## config.mk

```make
export PLATFORM = sky130hd
export DESIGN_NAME = dispc_ctrl_core
export DESIGN_NICKNAME = d
export VERILOG_FILES = /design/src/rtl/dispc_pkg.sv /design/src/rtl/dispc_te_sync.sv /design/src/rtl/dispc_irq_unit.sv /design/src/rtl/dispc_seq.sv /design/src/rtl/dispc_ctrl_core.sv
export SDC_FILE = /design/constraint.sdc
export NUM_CORES = 1
export LEC_CHECK = 0
export ABC_AREA = 1
export BUFFER_PORTS_ARGS = -buffer_cell sky130_fd_sc_hd__buf_2
export CAP_MARGIN = 20
export CORE_AREA = 4 4 94 185
export DETAILED_ROUTE_END_ITERATION = 16
export DIE_AREA = 0 0 98 189
export MAX_ROUTING_LAYER = met4
export PLACE_DENSITY = 0.57
export SYNTH_ARGS = -nofsm -noshare
export SYNTH_HDL_FRONTEND = slang
export SYNTH_SLANG_ARGS = --single-unit
```

## constraint.sdc

```tcl
create_clock -name clk -period 1.95 [get_ports clk]
set_input_delay 0.195 -clock clk [delete_from_list [all_inputs] [get_ports clk]]
set_output_delay 0.195 -clock clk [all_outputs]
set_load 0.03 [all_outputs]
```

## src/rtl/dispc_pkg.sv

```systemverilog
package dispc_pkg;
  localparam logic [11:0] OFF_CTRL   = 12'h004;
  localparam logic [11:0] OFF_CFG    = 12'h008;
  localparam logic [11:0] OFF_STAGE  = 12'h024;
  localparam logic [11:0] OFF_ACTIVE = 12'h028;
  localparam logic [11:0] OFF_INT_EN = 12'h1E0;
  localparam logic [11:0] OFF_INT_CL = 12'h1E4;
  localparam logic [11:0] OFF_INT_ST = 12'h1E8;
  localparam logic [11:0] OFF_IFCTL  = 12'h1F0;

  localparam int CB_RUN  = 0;
  localparam int CB_STOP = 1;
  localparam int CB_UPD  = 2;

  localparam int IB_DONE  = 0;
  localparam int IB_TE    = 1;
  localparam int IB_ERR   = 2;
  localparam int IB_UPD   = 4;
  localparam int IB_VSYNC = 5;

  localparam int FB_TE_EN  = 8;
  localparam int FB_TE_EXT = 10;
  localparam int FB_HALT   = 16;

  typedef enum logic {
    MODE_VIDEO = 1'b0,
    MODE_CMD   = 1'b1
  } if_mode_e;
endpackage

```

## src/rtl/dispc_te_sync.sv

```systemverilog
module dispc_te_sync #(
  parameter int STAGES = 2
) (
  input  logic clk,
  input  logic rst,
  input  logic pad_i,
  input  logic int_i,
  input  logic sel_ext_i,
  input  logic en_i,
  output logic evt_o
);
  localparam int NSRC = 2;
  logic [NSRC-1:0] src;
  logic [NSRC-1:0] synced;
  logic prev_q;
  logic cur;

  assign src = {pad_i, int_i};

  for (genvar s = 0; s < NSRC; s++) begin : g_src
    logic [STAGES-1:0] chain_q;
    always_ff @(posedge clk) begin
      if (rst) chain_q <= '0;
      else     chain_q <= {chain_q[STAGES-2:0], src[s]};
    end
    assign synced[s] = chain_q[STAGES-1];
  end

  assign cur = sel_ext_i ? synced[1] : synced[0];

  always_ff @(posedge clk) begin
    if (rst) begin
      prev_q <= 1'b0;
      evt_o  <= 1'b0;
    end else begin
      prev_q <= cur;
      evt_o  <= en_i & cur & ~prev_q;
    end
  end
endmodule

```

## src/rtl/dispc_irq_unit.sv

```systemverilog
module dispc_irq_unit #(
  parameter int IRQ_W = 8
) (
  input  logic             clk,
  input  logic             rst,
  input  logic [IRQ_W-1:0] set_i,
  input  logic             en_wr_i,
  input  logic             clr_wr_i,
  input  logic [IRQ_W-1:0] wdata_i,
  output logic [IRQ_W-1:0] en_o,
  output logic [IRQ_W-1:0] sts_o,
  output logic             irq_o
);
  logic [IRQ_W-1:0] clr_mask;
  assign clr_mask = clr_wr_i ? wdata_i : '0;

  always_ff @(posedge clk) begin
    if (rst) begin
      en_o  <= '0;
      sts_o <= '0;
      irq_o <= 1'b0;
    end else begin
      if (en_wr_i) en_o <= wdata_i;
      sts_o <= (sts_o & ~clr_mask) | set_i;
      irq_o <= |(sts_o & en_o);
    end
  end
endmodule

```

## src/rtl/dispc_seq.sv

```systemverilog
module dispc_seq #(
  parameter int CFG_W = 32
) (
  input  logic             clk,
  input  logic             rst,
  input  logic             mode_cmd_i,
  input  logic             run_req_i,
  input  logic             stop_req_i,
  input  logic             upd_req_i,
  input  logic             frame_done_i,
  input  logic             frame_bound_i,
  input  logic [CFG_W-1:0] staged_i,
  output logic             running_o,
  output logic             stop_pend_o,
  output logic             upd_pend_o,
  output logic [CFG_W-1:0] active_o,
  output logic             evt_done_o,
  output logic             evt_upd_o
);
  always_ff @(posedge clk) begin
    if (rst) begin
      running_o   <= 1'b0;
      stop_pend_o <= 1'b0;
      upd_pend_o  <= 1'b0;
      active_o    <= '0;
      evt_done_o  <= 1'b0;
      evt_upd_o   <= 1'b0;
    end else begin
      evt_done_o <= 1'b0;
      evt_upd_o  <= 1'b0;
      if (mode_cmd_i) begin
        stop_pend_o <= 1'b0;
        upd_pend_o  <= 1'b0;
        if (run_req_i && !running_o) begin
          running_o <= 1'b1;
          active_o  <= staged_i;
        end else if (running_o && frame_done_i) begin
          running_o  <= 1'b0;
          evt_done_o <= 1'b1;
        end
      end else begin
        if (run_req_i && !running_o) running_o <= 1'b1;
        if (stop_req_i && running_o) stop_pend_o <= 1'b1;
        if (frame_done_i && stop_pend_o) begin
          running_o   <= 1'b0;
          stop_pend_o <= 1'b0;
          evt_done_o  <= 1'b1;
        end
        if (upd_req_i) begin
          if (!running_o) begin
            active_o  <= staged_i;
            evt_upd_o <= 1'b1;
          end else begin
            upd_pend_o <= 1'b1;
          end
        end
        if (frame_bound_i && upd_pend_o) begin
          active_o   <= staged_i;
          upd_pend_o <= 1'b0;
          evt_upd_o  <= 1'b1;
        end
      end
    end
  end
endmodule

```

## src/rtl/dispc_ctrl_core.sv

```systemverilog
module dispc_ctrl_core
  import dispc_pkg::*;
#(
  parameter int ADDR_W    = 12,
  parameter int DATA_W    = 32,
  parameter int CFG_W     = 32,
  parameter int IRQ_W     = 8,
  parameter int TE_STAGES = 2
) (
  input  logic              clk,
  input  logic              rst,
  input  logic              wr_en_i,
  input  logic              rd_en_i,
  input  logic [ADDR_W-1:0] addr_i,
  input  logic [DATA_W-1:0] wdata_i,
  output logic [DATA_W-1:0] rdata_o,
  input  logic              frame_done_i,
  input  logic              frame_bound_i,
  input  logic              underflow_i,
  input  logic              te_pad_i,
  input  logic              te_int_i,
  output logic              irq_o,
  output logic              running_o,
  output logic              mode_cmd_o,
  output logic              halt_en_o,
  output logic [CFG_W-1:0]  cfg_active_o
);
  if_mode_e         mode_q;
  logic             te_en_q, te_ext_q, halt_q;
  logic [CFG_W-1:0] staged_q;

  logic hit_ctrl, hit_cfg, hit_stage, hit_en, hit_clr, hit_ifctl;
  logic run_req, stop_req, upd_req;
  logic stop_pend, upd_pend, evt_done, evt_upd, te_evt, vsync_evt;
  logic [IRQ_W-1:0] set_w, en_w, sts_w;

  assign hit_ctrl  = wr_en_i && addr_i == ADDR_W'(OFF_CTRL);
  assign hit_cfg   = wr_en_i && addr_i == ADDR_W'(OFF_CFG);
  assign hit_stage = wr_en_i && addr_i == ADDR_W'(OFF_STAGE);
  assign hit_en    = wr_en_i && addr_i == ADDR_W'(OFF_INT_EN);
  assign hit_clr   = wr_en_i && addr_i == ADDR_W'(OFF_INT_CL);
  assign hit_ifctl = wr_en_i && addr_i == ADDR_W'(OFF_IFCTL);

  assign run_req  = hit_ctrl && wdata_i[CB_RUN];
  assign stop_req = hit_ctrl && wdata_i[CB_STOP];
  assign upd_req  = hit_ctrl && wdata_i[CB_UPD];

  always_ff @(posedge clk) begin
    if (rst) begin
      mode_q   <= MODE_VIDEO;
      te_en_q  <= 1'b0;
      te_ext_q <= 1'b0;
      halt_q   <= 1'b0;
      staged_q <= '0;
    end else begin
      if (hit_cfg) mode_q <= if_mode_e'(wdata_i[0]);
      if (hit_ifctl) begin
        te_en_q  <= wdata_i[FB_TE_EN];
        te_ext_q <= wdata_i[FB_TE_EXT];
        halt_q   <= wdata_i[FB_HALT];
      end
      if (hit_stage) staged_q <= wdata_i[CFG_W-1:0];
    end
  end

  dispc_seq #(.CFG_W(CFG_W)) seq_i (
    .clk(clk), .rst(rst),
    .mode_cmd_i(mode_q == MODE_CMD),
    .run_req_i(run_req), .stop_req_i(stop_req), .upd_req_i(upd_req),
    .frame_done_i(frame_done_i), .frame_bound_i(frame_bound_i),
    .staged_i(staged_q),
    .running_o(running_o), .stop_pend_o(stop_pend), .upd_pend_o(upd_pend),
    .active_o(cfg_active_o), .evt_done_o(evt_done), .evt_upd_o(evt_upd)
  );

  dispc_te_sync #(.STAGES(TE_STAGES)) te_i (
    .clk(clk), .rst(rst),
    .pad_i(te_pad_i), .int_i(te_int_i),
    .sel_ext_i(te_ext_q), .en_i(te_en_q),
    .evt_o(te_evt)
  );

  assign vsync_evt = frame_bound_i && running_o && mode_q == MODE_VIDEO;

  always_comb begin
    set_w           = '0;
    set_w[IB_DONE]  = evt_done;
    set_w[IB_TE]    = te_evt;
    set_w[IB_ERR]   = underflow_i;
    set_w[IB_UPD]   = evt_upd;
    set_w[IB_VSYNC] = vsync_evt;
  end

  dispc_irq_unit #(.IRQ_W(IRQ_W)) irq_i (
    .clk(clk), .rst(rst),
    .set_i(set_w), .en_wr_i(hit_en), .clr_wr_i(hit_clr),
    .wdata_i(wdata_i[IRQ_W-1:0]),
    .en_o(en_w), .sts_o(sts_w), .irq_o(irq_o)
  );

  always_ff @(posedge clk) begin
    if (rst) begin
      rdata_o <= '0;
    end else if (rd_en_i) begin
      unique case (addr_i)
        ADDR_W'(OFF_CTRL):   rdata_o <= DATA_W'({upd_pend, stop_pend, running_o});
        ADDR_W'(OFF_CFG):    rdata_o <= DATA_W'(mode_q);
        ADDR_W'(OFF_STAGE):  rdata_o <= DATA_W'(staged_q);
        ADDR_W'(OFF_ACTIVE): rdata_o <= DATA_W'(cfg_active_o);
        ADDR_W'(OFF_INT_EN): rdata_o <= DATA_W'(en_w);
        ADDR_W'(OFF_INT_ST): rdata_o <= DATA_W'(sts_w);
        ADDR_W'(OFF_IFCTL):  rdata_o <= DATA_W'({halt_q, 5'b0, te_ext_q, 1'b0, te_en_q, 8'b0});
        default:             rdata_o <= '0;
      endcase
    end
  end

  assign mode_cmd_o = (mode_q == MODE_CMD);
  assign halt_en_o  = halt_q;
endmodule

```

==> flow_metrics.py <==
metrics = {
    "status": {
        "status": "complete, no violations",
    },
    "route": {
        "viasPerCell": 4.800,
        "wl_met3_um": 777,
        "vias": 5342,
        "wl_met1_um": 7362,
        "wl_um": 15490,
        "drtIter0Drc": 292,
        "postRouteAntennaNets": 0,
        "dr.pass1.iters": 5,
        "top_layer_used": "met4",
        "drc_errors": 0,
        "wl_per_cell_um": 13.91,
        "route.met2.wl_um": 7139,
    },
    "power_and_ir_drop": {
        "clkPwrFrac_pct": 52.3,
        "swShare_pct": 23.10,
        "p_leak_nw": 3.063,
        "p_seq_share_pct": 43.9,
        "ir_drop_mv": 0.5872,
        "p_int_mw": 4.598,
        "switchingPower_mw": 1.381,
        "combPwrFrac_pct": 3.8,
        "cellPowerDensity_mw_per_mm2": 856.7,
    },
    "die": {
        "io_pins": 121,
        "core_mm2": 0.01610,
        "initial_core_util_pct": 34.17,
        "num_rows": 66,
        "die_area_mm2": 0.01852,
        "fp.dieH_um": 189,
        "fp.dieW_um": 98,
    },
    "global_route": {
        "grt_overflow": 0,
        "grt_max_degree": 65,
        "grt_pass1_wl_um": 25660,
        "grt_pass1_vias": 5159,
        "antenna_found_initial": 0,
        "grt_use_total_pct": 17.48,
    },
    "cells_and_area": {
        "final_cell_area_mm2": 0.006979,
        "drive_above_1_share_pct": 20.35,
        "final_core_util_pct": 43.34,
        "diodes": 0,
        "nNetsFinal": 949,
        "n_fill_cell": 1694,
        "area_delta_synth_final_pct": 26.83,
    },
    "logic_synthesis": {
        "synth_cell_types": 25,
        "syn_area_mm2": 0.005503,
        "synth_top_flop_cell": "dfxtp_1",
        "syn_nets": 834,
        "ys_seq_area_share_pct": 46.57,
        "yosys-top-cells-count": "nand2_1, dfxtp_1, a21oi_1",
        "synth-edff-count": 0,
        "yosysWarnings": 0,
        "syn_area_per_cell_um2": 7.046,
        "synthArstFlopShare_pct": 0,
        "syn-instance-count": 781,
        "synth_top_area_share_pct": 46.57,
        "ys_ff_latch": 128,
        "synth.most_common_cell": "nand2_1",
        "synth_area_leaders": "dfxtp_1, nand2_1, a21oi_1, inv_1, nand3_1",
        "yosysTopAreaCell": "dfxtp_1",
    },
    "timing": {
        "setup_ws_ns": 0.4397,
        "slew_headroom_pct": 65.41,
        "hold_viol_final": 0,
        "fin_crit_sh_pct": 77.45,
        "skew_ns": 0.007702,
        "setup-violations-final": 0,
        "slew_viol_final": 0,
        "rsz0062_at_grt": "false",
        "worst_pin_slew_ns": 0.5189,
        "max_freq_mhz": 662.1,
        "holdWs_ns": 0.01839,
        "tns_ns": 0,
        "period_minus_slack_ns": 1.510,
    },
    "clocking": {
        "cts_root_buf": "clkbuf_16",
        "clk_path_buf_depth": 2,
        "clk_pin_slew_ns": 0.06,
        "clock_latency_ns": 0.41,
        "cts_tree": "built",
        "h-tree-depth": 4,
        "clock_sinks": 128,
        "cts_resized": 0,
        "cts_buffers": 17,
    },
    "placement": {
        "hpwlAfterDp_um": 10670,
        "place_area_mm2": 0.006372,
        "dp_slack_ns": 0.1181,
        "gp_congestion": 0.8182,
        "numPortBuffers": 120,
    },
    "setup_path": {
        "path_buf_inv": 2,
        "startpoint_type": "flop",
        "crit_slowest_cell": "dfxtp_1",
        "endpoint_kind": "flop",
        "cp_cell_sequence": "inv_1 > nand4_1 > nand3_2 > buf_12 > a21oi_1 > nor2_1",
        "cp.arrival_ns": 1.81,
        "startpoint": "seq_i.running_o$_SDFFE_PP0P_",
        "path_delay_family": "flip-flops",
        "crit_fanout": 36,
        "reg2reg_from": "seq_i.running_o$_SDFFE_PP0P_",
        "worstPathRequired_ns": 2.25,
        "worst-setup-path-type": "reg -> reg",
        "max_stage_delay_ns": 0.48,
    },
    "run": {
        "maxCapViolations": 0,
    },
    "worst_hold_path": {
        "min-delay-start": "wdata_i[27]",
        "hold_class": "in -> reg",
    },
}
repair_timing:
item / in CTS / in global routing
endpoints found under the hold margin: 2 / 0
hold buffers: 2 / 0
setup buffers: 0 / 0
placed cells by master (no fill, tap or decap):
cell / synthesis / routed
a211oi_1: 1 / 1
a21boi_0: 1 / 1
a21oi_1: 116 / 116
a221oi_1: 2 / 2
a22o_1: 1 / 1
a31oi_1: 1 / 1
buf_12: 0 / 6
buf_2: 12 / 120
buf_4: 8 / 13
bufinv_16: 0 / 2
clkbuf_16: 0 / 17
clkinv_2: 0 / 2
clkinv_4: 0 / 4
clkinvlp_4: 0 / 4
dfxtp_1: 128 / 128
dlygate4sd3_1: 0 / 2
inv_1: 97 / 96
inv_2: 2 / 3
inv_6: 0 / 3
nand2_1: 156 / 156
nand2_2: 3 / 3
nand3_1: 69 / 68
nand3_2: 0 / 1
nand4_1: 14 / 14
nor2_1: 61 / 61
nor2_2: 4 / 4
nor3_1: 3 / 2
nor3_2: 0 / 1
nor4_4: 1 / 1
o211ai_1: 3 / 3
o21ai_0: 61 / 61
o21ai_1: 11 / 11
o21ai_4: 1 / 1
through the flow:
| step | instances | total power, mW |
|---|---|---|
| 2_1_floorplan | 781 | 2.796 |
| 6_report | 1113 | 5.979 |
| 3_3_place_gp | 1079 | 2.909 |
| 5_1_grt | 1113 | 6.193 |
| 3_5_place_dp | 1079 | 2.912 |
| 4_1_cts | 1113 | 6.054 |
tightest hold or removal path: stages:
cell     delay [ns]
buf_2          0.10
inv_1          0.04
a21oi_1        0.05
power groups by stage:
stage,clock [mW],combinational (mW),sequential [mW]
after detailed placement,0,0.231,2.68
after global routing,3.31,0.261,2.62
after floorplan,0,0.115,2.68
after CTS,3.20,0.235,2.62
after global placement,0,0.228,2.68
final,3.13,0.230,2.62
state kept, by name, indices dropped and copies added (netlist names), 4 cells and up:
register	flops
irq_i.en_o	8
irq_i.sts_o	8
rdata_o	32
seq_i.active_o	32
staged_q	32
te_i.g_src.chain_q	4
final timing paths:
check                                                       end  slack (ns)  cells after the start
worst max-delay path            seq_i.active_o[18]$_SDFFE_PP0P_        0.44                      6
worst min-delay path                  staged_q[27]$_SDFFE_PP0P_        0.02                      3
worst max register to register  seq_i.active_o[18]$_SDFFE_PP0P_        0.44                      6
worst min register to register            te_i.evt_o$_SDFF_PP0_        0.38                      1
layer usage:
| metal | vias up | GRT usage [%] |
|---|---|---|
| met5 | - | - |
| met4 | 0 | 6.027 |
| met3 | 16 | 3.577 |
| met2 | 166 | 27.05 |
| met1 | 2390 | 22.70 |
| li1 | 2770 | - |
logic make-up after synthesis:
logic type,after synthesis,share of synthesized area (%)
AND/OR/NAND/NOR,311,24.12
AO/OA/AOI/OAI,198,18.67
buffers and inverters,144,10.64
flip-flops,128,46.57
layout make-up:
type	instances	area, um2	share of cell area, %
Tap cell	204	255.2	3.657
Inverter	99	371.6	5.324
Multi-Input combinational cell	509	2365	33.88
Sequential cell	128	2562	36.72
Clock inverter	15	161.4	2.313
Clock buffer	17	425.4	6.095
Timing Repair Buffer	141	838.3	12.01
Note: power is estimated with default switching activity, not from simulation.
